[src/rtl/buslock_pkg.sv]
package buslock_pkg;
  localparam int CLS_W  = 5;
  localparam int FORM_W = 3;
  localparam int MODE_W = 2;
  localparam int BYTE_W = 8;
  localparam int VEC_W  = 8;

  localparam logic [CLS_W-1:0] OC_BT   = 5'd1;
  localparam logic [CLS_W-1:0] OC_BTS  = 5'd2;
  localparam logic [CLS_W-1:0] OC_BTR  = 5'd3;
  localparam logic [CLS_W-1:0] OC_BTC  = 5'd4;
  localparam logic [CLS_W-1:0] OC_XCHG = 5'd5;
  localparam logic [CLS_W-1:0] OC_ADD  = 5'd6;
  localparam logic [CLS_W-1:0] OC_XOR  = 5'd12;
  localparam logic [CLS_W-1:0] OC_NOT  = 5'd13;
  localparam logic [CLS_W-1:0] OC_DEC  = 5'd16;

  localparam logic [FORM_W-1:0] OF_MEM_REG = 3'd1;
  localparam logic [FORM_W-1:0] OF_MEM_IMM = 3'd2;
  localparam logic [FORM_W-1:0] OF_REG_MEM = 3'd3;
  localparam logic [FORM_W-1:0] OF_MEM     = 3'd4;

  localparam logic [MODE_W-1:0] MODE_REAL = 2'd0;

  // bit-test family
  function automatic logic is_bit_cls(input logic [CLS_W-1:0] c);
    return (c >= OC_BT) && (c <= OC_BTC);
  endfunction

  // two-operand arithmetic/logic family
  function automatic logic is_alu_cls(input logic [CLS_W-1:0] c);
    return (c >= OC_ADD) && (c <= OC_XOR);
  endfunction

  // single-operand family
  function automatic logic is_unary_cls(input logic [CLS_W-1:0] c);
    return (c >= OC_NOT) && (c <= OC_DEC);
  endfunction

  function automatic logic mem_dst_src(input logic [FORM_W-1:0] f);
    return (f == OF_MEM_REG) || (f == OF_MEM_IMM);
  endfunction

  function automatic logic xchg_with_mem(input logic [CLS_W-1:0] c,
                                         input logic [FORM_W-1:0] f);
    return (c == OC_XCHG) && ((f == OF_MEM_REG) || (f == OF_REG_MEM));
  endfunction

  function automatic logic lock_allowed(input logic [CLS_W-1:0] c,
                                        input logic [FORM_W-1:0] f);
    logic ok;
    ok = 1'b0;
    if ((is_bit_cls(c) || is_alu_cls(c)) && mem_dst_src(f)) ok = 1'b1;
    if (xchg_with_mem(c, f)) ok = 1'b1;
    if (is_unary_cls(c) && (f == OF_MEM)) ok = 1'b1;
    return ok;
  endfunction
endpackage

[src/rtl/blk_pfx_track.sv]
module blk_pfx_track
  import buslock_pkg::*;
#(
  parameter logic [BYTE_W-1:0] PFX_CODE = 8'hF0
) (
  input  logic              clk,
  input  logic              rst_n,
  input  logic              byte_vld,
  input  logic [BYTE_W-1:0] byte_val,
  input  logic              insn_start,
  output logic              pend_q,
  output logic              pfx_eff
);
  logic hit_now;

  assign hit_now = byte_vld && (byte_val == PFX_CODE);
  assign pfx_eff = pend_q || hit_now;

  always_ff @(posedge clk or negedge rst_n) begin
    if (!rst_n)          pend_q <= 1'b0;
    else if (insn_start) pend_q <= 1'b0;
    else if (hit_now)    pend_q <= 1'b1;
  end
endmodule

[src/rtl/blk_legal.sv]
module blk_legal
  import buslock_pkg::*;
(
  input  logic [CLS_W-1:0]  op_class,
  input  logic [FORM_W-1:0] op_form,
  input  logic              pfx_eff,
  output logic              legal,
  output logic              implicit_lock,
  output logic              want_lock,
  output logic              trap_now
);
  assign legal         = lock_allowed(op_class, op_form);
  assign implicit_lock = xchg_with_mem(op_class, op_form);
  assign want_lock     = implicit_lock || (pfx_eff && legal);
  assign trap_now      = pfx_eff && !legal;
endmodule

[src/rtl/blk_lock_hold.sv]
module blk_lock_hold (
  input  logic clk,
  input  logic rst_n,
  input  logic insn_start,
  input  logic insn_done,
  input  logic want_lock,
  output logic lock_q
);
  // a new instruction overrides any release of the previous one
  always_ff @(posedge clk or negedge rst_n) begin
    if (!rst_n)          lock_q <= 1'b0;
    else if (insn_start) lock_q <= want_lock;
    else if (insn_done)  lock_q <= 1'b0;
  end
endmodule

[src/rtl/blk_exc_gen.sv]
module blk_exc_gen
  import buslock_pkg::*;
#(
  parameter int UD_VEC = 6
) (
  input  logic              clk,
  input  logic              rst_n,
  input  logic              insn_start,
  input  logic              trap_now,
  input  logic [MODE_W-1:0] cpu_mode,
  output logic              exc_q,
  output logic              fault_q,
  output logic [VEC_W-1:0]  vec
);
  always_ff @(posedge clk or negedge rst_n) begin
    if (!rst_n) begin
      exc_q   <= 1'b0;
      fault_q <= 1'b0;
    end else begin
      exc_q   <= insn_start && trap_now;
      fault_q <= insn_start && trap_now && (cpu_mode != MODE_REAL);
    end
  end

  assign vec = exc_q ? VEC_W'(UD_VEC) : '0;
endmodule

[src/rtl/buslock_guard.sv]
module buslock_guard
  import buslock_pkg::*;
#(
  parameter logic [BYTE_W-1:0] PFX_CODE = 8'hF0,
  parameter int                UD_VEC   = 6
) (
  input  logic              clk,
  input  logic              rst_n,
  input  logic              pfx_vld,
  input  logic [BYTE_W-1:0] pfx_byte,
  input  logic              insn_start,
  input  logic [CLS_W-1:0]  op_class,
  input  logic [FORM_W-1:0] op_form,
  input  logic [MODE_W-1:0] cpu_mode,
  input  logic              insn_done,
  output logic              bus_lock_n,
  output logic              exc_req,
  output logic [VEC_W-1:0]  exc_vec,
  output logic              exc_fault
);
  logic pend_q, pfx_eff;
  logic legal, implicit_lock, want_lock, trap_now;
  logic lock_q, exc_q, fault_q;

  blk_pfx_track #(.PFX_CODE(PFX_CODE)) u_pfx (
    .clk(clk), .rst_n(rst_n), .byte_vld(pfx_vld), .byte_val(pfx_byte),
    .insn_start(insn_start), .pend_q(pend_q), .pfx_eff(pfx_eff)
  );

  blk_legal u_legal (
    .op_class(op_class), .op_form(op_form), .pfx_eff(pfx_eff),
    .legal(legal), .implicit_lock(implicit_lock),
    .want_lock(want_lock), .trap_now(trap_now)
  );

  blk_lock_hold u_hold (
    .clk(clk), .rst_n(rst_n), .insn_start(insn_start),
    .insn_done(insn_done), .want_lock(want_lock), .lock_q(lock_q)
  );

  blk_exc_gen #(.UD_VEC(UD_VEC)) u_exc (
    .clk(clk), .rst_n(rst_n), .insn_start(insn_start),
    .trap_now(trap_now), .cpu_mode(cpu_mode),
    .exc_q(exc_q), .fault_q(fault_q), .vec(exc_vec)
  );

  assign bus_lock_n = !lock_q;
  assign exc_req    = exc_q;
  assign exc_fault  = fault_q;
endmodule

[config.mk]
export PLATFORM = sky130hd
export DESIGN_NAME = buslock_guard
export DESIGN_NICKNAME = d
export VERILOG_FILES = /design/src/rtl/buslock_pkg.sv /design/src/rtl/blk_pfx_track.sv /design/src/rtl/blk_legal.sv /design/src/rtl/blk_lock_hold.sv /design/src/rtl/blk_exc_gen.sv /design/src/rtl/buslock_guard.sv
export SDC_FILE = /design/constraint.sdc
export NUM_CORES = 1
export LEC_CHECK = 0
export BUFFER_PORTS_ARGS = -buffer_cell sky130_fd_sc_hd__clkbuf_2
export CORE_AREA = 2 2 39 41
export DETAILED_ROUTE_END_ITERATION = 16
export DIE_AREA = 0 0 41 43
export GPL_ROUTABILITY_DRIVEN = 1
export PLACE_DENSITY = 0.62
export SLEW_MARGIN = 20
export SYNTH_ARGS = -nofsm -noshare
export SYNTH_HDL_FRONTEND = slang
export SYNTH_SLANG_ARGS = --single-unit
[constraint.sdc]
create_clock -name clk -period 1.1 [get_ports clk]
set_input_delay 0.165 -clock clk [delete_from_list [all_inputs] [get_ports clk]]
set_output_delay 0.165 -clock clk [all_outputs]
set_load 0.01 [all_outputs]
==> impl_metrics.tcl <==
set metrics [dict create \
    start_util_pct 24.1 \
    netlist_area_sq_um 334 \
    via_count 387 \
    grt_usage_pct 8.95 \
    tns_ps -3.66 \
    synth_top_family_by_area "simple AND/OR/NAND/NOR gates" \
    syn-instance-count 40 \
    synth.avg_cell_area_sq_um 8.35 \
    whs_endpoint "u_pfx.pend_q" \
    worstPathRequired_ps 1210 \
    pin_count 34 \
    slowest_stage "a221o_1" \
    mostFrequentLayoutCells "clkbuf_2 (24), nor2_1 (8), conb_1 (6), buf_4 (6), dfrtp_1 (4)" \
    finClkSkew_ps 0.983 \
    slew_violations 0 \
    violations "setup timing" \
    setup_viol_count_final 1 \
    worstRegToRegCells 3 \
    arrival_ps 1220 \
    max_freq_ghz 0.906 \
    status "finished with violations" \
    p_total_uw 458 \
    avgRoutedWirePerCell_um 9.18 \
    hp-start "insn_start" \
    drt-pass1-iter-count 3 \
    powerDensity_nw_per_um2 769 \
    cts_root_buf "clkbuf_4" \
    coreArea_sq_um 1380 \
    routabilityCongestion 0.685 \
    synth_cell_types 20 \
    drc 0 \
    fin_cells 90 \
    wirelength_um 826 \
    synthMuxAreaShare_pct 0 \
    dp_slack_ps -286 \
    crit_chain "buf_8, nor4_4, nor4_2, a32o_2, a221o_1" \
    grt_setup_unrepaired "yes" \
    cpPeakStageDelay_ps 310 \
    yosys.area_share.simple_pct 34.1 \
    synth_compound_area_share_pct 15.7 \
    grt_pass1_vias 284 \
    ys_seq_area_share_pct 30.0 \
    antenna_found_initial 0 \
    final_common_cell "clkbuf_2" \
    reg2reg_from "u_pfx.pend_q" \
    layout_setup_ws_ps -3.66 \
    cp_max_fo 3 \
    post-route-period-util_pct 100 \
    portBuffers 27 \
    leakagePower_uw 0.000310 \
    htree_levels 1 \
    period_needed_ps 1100 \
    drtIter0Drc 2 \
    cap_viol_max_count 0 \
    fp.dieW_um 41 \
    viasPerCell 4.30 \
    dp_cells 85 \
    yosys.area_share.xor_xnor_pct 0 \
    antenna_cells 0 \
    die_area_sq_um 1760 \
    cts_tree "done" \
    numClockSinks 4 \
    synth_seq_cells 4 \
    end_kind "flop" \
    whs_ps 148 \
    drive_gt1_share_pct 58.1 \
    grt_pass1_wl_um 1040 \
    startpoint_type "input port" \
    clk_path_buf_depth 2 \
    hold_violations 0 \
    rows 14 \
    ant_nets 0 \
    path_class "in2reg" \
    die_y_um 43 \
    final_nets 99 \
    grt_max_degree 6 \
    vdd_drop_max_mv 0.255 \
    reg2reg_slack_ps 30 \
    crit_buf_inv 1 \
    min_path_cells 2 \
    cts_buffers 3 \
    yosysWarnings 0 \
    insertion_delay_ps 230 \
    syn_to_final_growth_pct 78.3 \
    worstHoldPathType "in2reg" \
    synth_adder_area_share_pct 0 \
    grt_overflow_total 0 \
    cp_top_family "compound AO/OA/AOI/OAI gates" \
    crit-reg2reg-capture "u_hold.lock_q" \
    path_clk_slew_ps 40 \
    path_depth 5 \
]
through the flow:
stage | cell area (sq um) | utilization, %
after global routing | 596 | 43.0
after CTS | 588 | 42.5
after detailed placement | 504 | 36.4
after global placement | 504 | 36.4
after floorplan | 372 | -
final | 596 | 43.0
cell type report:
cell class                      instances  area (sq um)
Clock buffer                            3          22.5
Fill cell                             142           788
Sequential cell                         4           100
Multi-Input combinational cell         32           230
Inverter                                1          3.75
Timing Repair Buffer                   34           219
Tap cell                               16          20.0
worst max-delay path by stage:
| stage | start | end | slack [ps] |
|---|---|---|---|
| 6_report | op_class[2] | u_hold.lock_q | -4 |
| 2_1_floorplan | op_class[3] | u_hold.lock_q | -110 |
| 4_1_cts | op_class[1] | u_hold.lock_q | -10 |
| 3_5_place_dp | op_class[1] | u_hold.lock_q | -290 |
| 5_1_grt | op_class[2] | u_hold.lock_q | -30 |
| 3_3_place_gp | op_class[1] | u_hold.lock_q | -280 |
cell families after synthesis:
logic type / after synthesis
other cells: 1
simple gates: 20
flops: 4
compound gates: 6
buf+inv: 9
power breakdown:
group	leakage, uW	switching [uW]	internal (uW)	total, uW
logic	0.000241	56.2	74.6	131
clock network	0.0000138	56.8	122	179
registers	0.0000559	0.208	148	149
routing by layer:
metal	up-vias	track usage (%)	wire length (um)
met5	-	0	0
met4	0	8.00	10
met3	2	2.09	107
met2	27	15.9	409
met1	161	7.12	300
li1	197	-	-
flip-flops by register name, indices dropped and copies added (netlist names):
signal / count
u_exc.exc_q: 1
u_pfx.pend_q: 1
u_exc.fault_q: 1
u_hold.lock_q: 1
what timing repair did:
action                                  in CTS  in global routing
hold buffers                                 1                  0
endpoints found under the setup margin       2                  2
buffers inserted                             1                  0
resized for setup                            6                  3
pin swaps                                    2                  2
hold endpoints to repair                     4                  0
cell usage after synthesis, drive strengths merged:
cell type,instances,area (sq um)
nand3b,2,15.0
nor2,8,30.0
a221o,1,10.0
o21bai,1,7.51
nor2b,1,6.26
dfrtp,4,100
nand2b,2,12.5
nor3,1,5.00
a41oi,1,8.76
buf,8,60.1
nor4,3,25.0
and2,1,6.26
nand3,1,5.00
conb,1,3.75
and4,1,8.76
o21ai,1,5.00
inv,1,3.75
a32o,1,10.0
a2bb2o,1,11.3
Power figures use the tool's default switching activity.
